`config.mk`:
```
export PLATFORM = sky130hd
export DESIGN_NAME = serial_drv_loader
export DESIGN_NICKNAME = d
export VERILOG_FILES = /design/src/rtl/loader_pkg.sv /design/src/rtl/ld_timer.sv /design/src/rtl/ld_shift.sv /design/src/rtl/serial_drv_loader.sv
export SDC_FILE = /design/constraint.sdc
export NUM_CORES = 1
export LEC_CHECK = 0
export ABC_AREA = 1
export CORE_MARGIN = 2
export CORE_UTILIZATION = 63
export CTS_BUF_LIST = sky130_fd_sc_hd__clkbuf_4 sky130_fd_sc_hd__clkbuf_8 sky130_fd_sc_hd__clkbuf_16
export DETAILED_ROUTE_END_ITERATION = 16
export DONT_BUFFER_PORTS = 1
export GPL_TIMING_DRIVEN = 0
export PLACE_DENSITY_LB_ADDON = 0.12
export RECOVER_POWER = 100
export SLEW_MARGIN = 20
export SYNTH_ARGS = -nofsm -noshare
export SYNTH_HDL_FRONTEND = slang
export SYNTH_SLANG_ARGS = --single-unit
export TNS_END_PERCENT = 20
```
`constraint.sdc`:
```
create_clock -name clk_i -period 2.5 [get_ports clk_i]
set_input_delay 0 -clock clk_i [delete_from_list [all_inputs] [get_ports clk_i]]
set_output_delay 0 -clock clk_i [all_outputs]
set_load 0.005 [all_outputs]
```
`src/rtl/loader_pkg.sv`:
```
package loader_pkg;

  typedef enum logic [2:0] {
    ST_IDLE,
    ST_SETUP,
    ST_HIGH,
    ST_HOLD,
    ST_GAP,
    ST_STRB,
    ST_DONE
  } ld_state_e;

  // ceil(ns / period), never below one cycle
  function automatic int unsigned ns_to_cyc(input int unsigned ns, input int unsigned per);
    int unsigned c;
    if (per == 0) return 1;
    c = (ns + per - 1) / per;
    return (c == 0) ? 1 : c;
  endfunction

  function automatic int unsigned umax(input int unsigned a, input int unsigned b);
    return (a > b) ? a : b;
  endfunction

  // a - b clamped to 1
  function automatic int unsigned usub1(input int unsigned a, input int unsigned b);
    return (a > b) ? (a - b) : 1;
  endfunction

endpackage

```
`src/rtl/ld_timer.sv`:
```
module ld_timer #(
  parameter int unsigned CNT_W = 16
) (
  input  logic             clk_i,
  input  logic             rst_ni,
  input  logic             load_i,
  input  logic [CNT_W-1:0] len_i,
  output logic             expired_o
);

  logic [CNT_W-1:0] cnt_q;

  always_ff @(posedge clk_i or negedge rst_ni) begin
    if (!rst_ni)           cnt_q <= '0;
    else if (load_i)       cnt_q <= len_i - CNT_W'(1);
    else if (cnt_q != '0)  cnt_q <= cnt_q - CNT_W'(1);
  end

  assign expired_o = (cnt_q == '0);

  AST_TMR_LEN_NZ: assert property (@(posedge clk_i) disable iff (!rst_ni)
    load_i |-> (len_i != '0));

endmodule

```
`src/rtl/ld_shift.sv`:
```
module ld_shift #(
  parameter int unsigned WIDTH = 8
) (
  input  logic             clk_i,
  input  logic             rst_ni,
  input  logic             load_i,
  input  logic [WIDTH-1:0] data_i,
  input  logic             shift_i,
  output logic             sdata_o,
  output logic             last_o
);

  localparam int unsigned BC_W = $clog2(WIDTH + 1);

  logic [WIDTH-1:0] sr_q;
  logic [BC_W-1:0]  bcnt_q;

  always_ff @(posedge clk_i or negedge rst_ni) begin
    if (!rst_ni) begin
      sr_q   <= '0;
      bcnt_q <= '0;
    end else if (load_i) begin
      sr_q   <= data_i;
      bcnt_q <= '0;
    end else if (shift_i) begin
      sr_q   <= {sr_q[WIDTH-2:0], 1'b0};
      bcnt_q <= bcnt_q + BC_W'(1);
    end
  end

  // msb first: first bit in ends in the driver's last stage
  assign sdata_o = sr_q[WIDTH-1];
  assign last_o  = (bcnt_q == BC_W'(WIDTH - 1));

  AST_SHIFT_IN_RANGE: assert property (@(posedge clk_i) disable iff (!rst_ni)
    shift_i |-> (bcnt_q < BC_W'(WIDTH)));

endmodule

```
`src/rtl/serial_drv_loader.sv`:
```
module serial_drv_loader
  import loader_pkg::*;
#(
  parameter int unsigned WIDTH     = 8,
  parameter int unsigned CLK_NS    = 10,
  parameter int unsigned SETUP_NS  = 75,
  parameter int unsigned HOLD_NS   = 75,
  parameter int unsigned DATA_NS   = 150,
  parameter int unsigned CLK_HI_NS = 150,
  parameter int unsigned CLK_LO_NS = 150,
  parameter int unsigned GAP_NS    = 30,
  parameter int unsigned STRB_NS   = 100,
  parameter int unsigned CNT_W     = 16
) (
  input  logic             clk_i,
  input  logic             rst_ni,
  input  logic             valid_i,
  input  logic [WIDTH-1:0] data_i,
  output logic             ready_o,
  output logic             sdata_o,
  output logic             sclk_o,
  output logic             strobe_o,
  output logic             done_o
);

  localparam int unsigned SETUP_C = ns_to_cyc(SETUP_NS, CLK_NS);
  localparam int unsigned HOLD_C  = ns_to_cyc(HOLD_NS, CLK_NS);
  localparam int unsigned DATA_C  = ns_to_cyc(DATA_NS, CLK_NS);
  localparam int unsigned HI_C    = ns_to_cyc(CLK_HI_NS, CLK_NS);
  localparam int unsigned LO_C    = ns_to_cyc(CLK_LO_NS, CLK_NS);
  localparam int unsigned GAP_C   = ns_to_cyc(GAP_NS, CLK_NS);
  localparam int unsigned STRB_C  = ns_to_cyc(STRB_NS, CLK_NS);
  // low phase = hold + next setup; bit width = setup + high + hold
  localparam int unsigned HOLD_D  = umax(HOLD_C, usub1(LO_C, SETUP_C));
  localparam int unsigned SETUP_D = umax(SETUP_C, usub1(DATA_C, HI_C + HOLD_D));

  localparam logic [CNT_W-1:0] SETUP_L = CNT_W'(SETUP_D);
  localparam logic [CNT_W-1:0] HI_L    = CNT_W'(HI_C);
  localparam logic [CNT_W-1:0] HOLD_L  = CNT_W'(HOLD_D);
  localparam logic [CNT_W-1:0] GAP_L   = CNT_W'(GAP_C);
  localparam logic [CNT_W-1:0] STRB_L  = CNT_W'(STRB_C);
  localparam logic [CNT_W-1:0] ONE_L   = CNT_W'(1);

  if (CLK_NS == 0) begin : g_bad_clk
    $error("serial_drv_loader: CLK_NS must be nonzero");
  end
  if (WIDTH < 2) begin : g_bad_width
    $error("serial_drv_loader: WIDTH must be at least 2");
  end
  if (umax(umax(SETUP_D, HOLD_D), umax(umax(HI_C, GAP_C), STRB_C)) >= (64'd1 << CNT_W))
  begin : g_bad_cnt
    $error("serial_drv_loader: CNT_W too small for a phase length");
  end

  ld_state_e        state_q, state_d;
  logic             t_load, t_exp, sh_load, sh_shift, sh_last;
  logic [CNT_W-1:0] t_len;

  always_comb begin
    state_d = state_q;
    unique case (state_q)
      ST_IDLE:  if (valid_i) state_d = ST_SETUP;
      ST_SETUP: if (t_exp)   state_d = ST_HIGH;
      ST_HIGH:  if (t_exp)   state_d = ST_HOLD;
      ST_HOLD:  if (t_exp)   state_d = sh_last ? ST_GAP : ST_SETUP;
      ST_GAP:   if (t_exp)   state_d = ST_STRB;
      ST_STRB:  if (t_exp)   state_d = ST_DONE;
      ST_DONE:  if (t_exp)   state_d = ST_IDLE;
      default:               state_d = ST_IDLE;
    endcase
  end

  always_comb begin
    unique case (state_d)
      ST_SETUP: t_len = SETUP_L;
      ST_HIGH:  t_len = HI_L;
      ST_HOLD:  t_len = HOLD_L;
      ST_GAP:   t_len = GAP_L;
      ST_STRB:  t_len = STRB_L;
      default:  t_len = ONE_L;
    endcase
  end

  always_ff @(posedge clk_i or negedge rst_ni) begin
    if (!rst_ni) state_q <= ST_IDLE;
    else         state_q <= state_d;
  end

  assign t_load   = (state_d != state_q);
  assign sh_load  = (state_q == ST_IDLE) && valid_i;
  assign sh_shift = (state_q == ST_HOLD) && t_exp;

  ld_timer #(.CNT_W(CNT_W)) u_timer (
    .clk_i     (clk_i),
    .rst_ni    (rst_ni),
    .load_i    (t_load),
    .len_i     (t_len),
    .expired_o (t_exp)
  );

  ld_shift #(.WIDTH(WIDTH)) u_shift (
    .clk_i   (clk_i),
    .rst_ni  (rst_ni),
    .load_i  (sh_load),
    .data_i  (data_i),
    .shift_i (sh_shift),
    .sdata_o (sdata_o),
    .last_o  (sh_last)
  );

  assign ready_o  = (state_q == ST_IDLE);
  assign sclk_o   = (state_q == ST_HIGH);
  assign strobe_o = (state_q == ST_STRB);
  assign done_o   = (state_q == ST_DONE);

  // run-length counters for the width checks
  logic [CNT_W-1:0] hi_run_q, strb_run_q;
  always_ff @(posedge clk_i or negedge rst_ni) begin
    if (!rst_ni) begin
      hi_run_q   <= '0;
      strb_run_q <= '0;
    end else begin
      hi_run_q   <= sclk_o   ? hi_run_q + CNT_W'(1)   : '0;
      strb_run_q <= strobe_o ? strb_run_q + CNT_W'(1) : '0;
    end
  end

  AST_ACCEPT_DROPS_READY: assert property (@(posedge clk_i) disable iff (!rst_ni)
    valid_i && ready_o |=> !ready_o);
  AST_READY_QUIET: assert property (@(posedge clk_i) disable iff (!rst_ni)
    ready_o |-> !sclk_o && !strobe_o && !done_o);
  AST_DATA_MOVES_LOW: assert property (@(posedge clk_i) disable iff (!rst_ni)
    !$stable(sdata_o) |-> !sclk_o && !$past(sclk_o));
  AST_CLK_HIGH_MIN: assert property (@(posedge clk_i) disable iff (!rst_ni)
    $fell(sclk_o) |-> hi_run_q >= HI_L);
  AST_STRB_CLK_LOW: assert property (@(posedge clk_i) disable iff (!rst_ni)
    strobe_o |-> !sclk_o);
  AST_STRB_MIN: assert property (@(posedge clk_i) disable iff (!rst_ni)
    $fell(strobe_o) |-> strb_run_q >= STRB_L);
  AST_DONE_PULSE: assert property (@(posedge clk_i) disable iff (!rst_ni)
    done_o |=> !done_o && ready_o);

endmodule

```
==> results.sh <==
export IMPL_hold_ws_ns=0.0568
export IMPL_routed_via_density=5.40
export IMPL_startpoint_type="flop"
export IMPL_crit_type="flop to flop"
export IMPL_route_final_wire_length_mm=3.66
export IMPL_power_leakage_nw=1.02
export IMPL_cts_buffers_inserted=5
export IMPL_synth_common_cells="nand2_1, dfrtp_1, nor2_1"
export IMPL_synth_top_area_cell="dfrtp_1"
export IMPL_netSwitchingPower_w=0.000178
export IMPL_pin_count=16
export IMPL_finalNetCount=267
export IMPL_die_w_um=59.3
export IMPL_yosysSeqAreaShare_pct=40.3
export IMPL_ys_top_cells_by_area="dfrtp_1, nand2_1, nor2_1, inv_1, nor2_4"
export IMPL_async_flop_share_pct=100
export IMPL_grt_max_degree=32
export IMPL_crit_required_ns=2.76
export IMPL_clkPwrFrac_pct=36.2
export IMPL_ant_nets=0
export IMPL_max_freq_mhz=431
export IMPL_rows=20
export IMPL_slew_violations=32
export IMPL_hpwl_mm=2.72
export IMPL_vias=1539
export IMPL_route_met3_wl_um=147
export IMPL_syn_area_per_cell_sq_um=8.19
export IMPL_ctsRootBufferMaster="clkbuf_4"
export IMPL_p_per_area_nw_per_um2=393
export IMPL_finalClockSkew_ns=0.0107
export IMPL_status="complete, but fails checks"
export IMPL_antenna_found_initial=0
export IMPL_synth_edf_count=0
export IMPL_syn_inst=235
export IMPL_path_buf_inv=1
export IMPL_hold_viol_final=0
export IMPL_setup_viol=0
export IMPL_worstMarginPinSlew_ns=1.66
export IMPL_min_path_type="primary input to flop"
export IMPL_routed_top_layer="met4"
export IMPL_swShare_pct=21.8
export IMPL_gr_total_overflow=0
export IMPL_synth_compound_area_share_pct=9.88
export IMPL_synth_area_sq_um=1930
export IMPL_critPathMaxFanout=5
export IMPL_synth_xor_area_share_pct=5.00
export IMPL_combinationalPowerShare_pct=2.6
export IMPL_fin_ws_ns=0.178
export IMPL_critPathCaptureType="flop"
export IMPL_met2_length_mm=1.80
export IMPL_synthAdderAreaFrac_pct=2.60
export IMPL_wl_per_cell_um=12.8
export IMPL_synth_top_family_by_area="simple AND/OR/NAND/NOR gates"
export IMPL_drcViolationCount=0
export IMPL_synth_cell_type_count=29
export IMPL_dr_first_iter_drc_count=69
export IMPL_synth_top_area_share_pct=40.3
export IMPL_ys_ff_latch=31
export IMPL_yosysWarnings=0
export IMPL_p_int_w=0.000641
export IMPL_rsz0062_at_grt="no"
export IMPL_antenna_cells=0
export IMPL_htreeDepth=2
export IMPL_core_sq_um=2980
export IMPL_synth_flop_cell="dfrtp_1"
export IMPL_cts_repair_resized=0
export IMPL_max_slew_margin_pct=-10.4
export IMPL_start_util_pct=64.7
export IMPL_synth_fp_nets=250
export IMPL_cts_buffer_depth=2
export IMPL_cts_tree="yes"
export IMPL_die_area_sq_um=3510
export IMPL_clk_latency_ns=0.34
export IMPL_critical_path_top_delay_family="simple AND/OR/NAND/NOR gates"
export IMPL_io_buffer_count=0
export IMPL_cap_violations=1
export IMPL_crit_path_max_incr_delay_ns=0.37
export IMPL_track_usage_pct=24.7
export IMPL_cp_cell_sequence="inv_1 > ha_1 > nand3_1 > nor2_8 > nand2_4 > nand2_1 > o21ai_1 > nor2_2 > nand3_2 > o21a_1 > ha_1 > nand4_1 > nand3_1 > a21oi_1"
export IMPL_vdd_drop_max_v=0.000294
export IMPL_yosys_area_share_simple_pct=35.2
export IMPL_p_total_w=0.000819
export IMPL_place_area_sq_um=1970
export IMPL_die_h_um=59.3
export IMPL_synth_most_common_cell="nand2_1"
export IMPL_p_seq_share_pct=61.2
export IMPL_timing_critical_path_slowest_stage_cell="dfrtp_1"
export IMPL_fin_crit_sh_pct=92.9
export IMPL_crit_arrival_ns=2.59
export IMPL_fin_crit_ns=2.32
export IMPL_grt_first_pass_wirelength_mm=6.51
export IMPL_postLayoutCellArea_sq_um=2080
export IMPL_drt_pass1_iterations=4
export IMPL_pre_cts_ws_ns=0.202
export IMPL_fin_setup_tns_ns=0
export IMPL_area_delta_synth_final_pct=8.19
export IMPL_cts_sinks=31
export IMPL_yosys_mux_area_fraction_pct=0
export IMPL_drive_gt1_share_pct=16.3
export IMPL_violations="max-capacitance violations, max-slew violations"
export IMPL_drt_met1_wl_mm=1.63
export IMPL_clkSlewWorstSetupHoldPaths_ns=0.10
export IMPL_grt_pass1_vias=1538
export IMPL_place_congestion=0.814
## registers in the layout, summed over array words and instances (netlist names)
signal and count:
u_timer.cnt_q 16, state_q 3, u_shift.sr_q 8, u_shift.bcnt_q 4
## layout make-up
class	instances	area (sq um)
Timing Repair Buffer	10	93.8
Clock inverter	1	5.00
Tap cell	33	41.3
Fill cell	237	895
Buffer	4	23.8
Inverter	28	105
Clock buffer	6	51.3
Multi-Input combinational cell	172	987
Sequential cell	31	776
## what timing repair did
item	CTS	global route
hold buffers	10	0
hold endpoints to repair	39	0
endpoints found under the setup margin	0	0
setup buffers	0	0
## power groups by stage
stage	combinational, W	sequential [W]	clock [W]
after CTS	0.0000249	0.000501	0.000306
final	0.0000212	0.000501	0.000297
after global routing	0.0000242	0.000501	0.000322
## final timing paths
kind                                   from           endpoint  slack, ns  depth (start not counted)
max in group asynchronous            rst_ni    u_shift.sr_q[4]       0.91                          2
setup reg to reg           u_timer.cnt_q[0]   u_timer.cnt_q[2]       0.18                         14
setup / recovery           u_timer.cnt_q[0]   u_timer.cnt_q[2]       0.18                         14
hold reg to reg            u_timer.cnt_q[1]   u_timer.cnt_q[1]       0.52                          2
hold / removal                      valid_i  u_shift.bcnt_q[3]       0.06                          3
min in group asynchronous            rst_ni   u_timer.cnt_q[6]       0.63                          2
## metrics by stage
stage / instances / utilization [%]
final: 285 / 70.0
after global routing: 285 / 70.0
after CTS: 285 / 71.6
after detailed placement: 268 / 66.1
after global placement: 268 / 66.1
after floorplan: 235 / -
## kinds of logic after synthesis
family,after synthesis
adders and majority gates,4
DFF,31
AOI/OAI and AO/OA,30
and+or+nand+nor,127
xor gates and xnor gates,11
buffers and inverters,32
## cells in the final DEF (no fill, tap or decap), types with 2 or more instances in the layout
cell type,synthesis,routed
clkbuf_1,1,3
clkbuf_4,0,5
nor3_1,5,5
dlygate4sd3_1,0,9
a21oi_1,5,8
nor2_1,28,29
o211ai_1,2,2
o22ai_1,3,3
xnor2_1,4,4
dfrtp_1,31,31
nand2_1,47,48
o21ai_0,12,12
nand2_2,5,5
ha_1,4,4
nand4_1,4,4
xor2_1,7,7
o21ai_1,2,2
inv_1,27,27
nor2_4,8,8
nand3_2,6,5
nor2_2,9,8
nand3_1,11,12
## routing by layer
metal	up-vias	track usage, %
li1	784	-
met1	714	31.6
met2	33	39.4
met3	8	5.90
met4	0	11.4
met5	-	0
## worst reg2reg max path: stages, from the launching register on
cell	delay, ns
dfrtp_1	0.37
inv_1	0.12
ha_1	0.23
nand3_1	0.19
nor2_8	0.15
nand2_4	0.08
nand2_1	0.06
o21ai_1	0.07
nor2_2	0.21
nand3_2	0.14
o21a_1	0.13
ha_1	0.21
nand4_1	0.10
nand3_1	0.09
a21oi_1	0.13
Power figures use the tool's default switching activity.
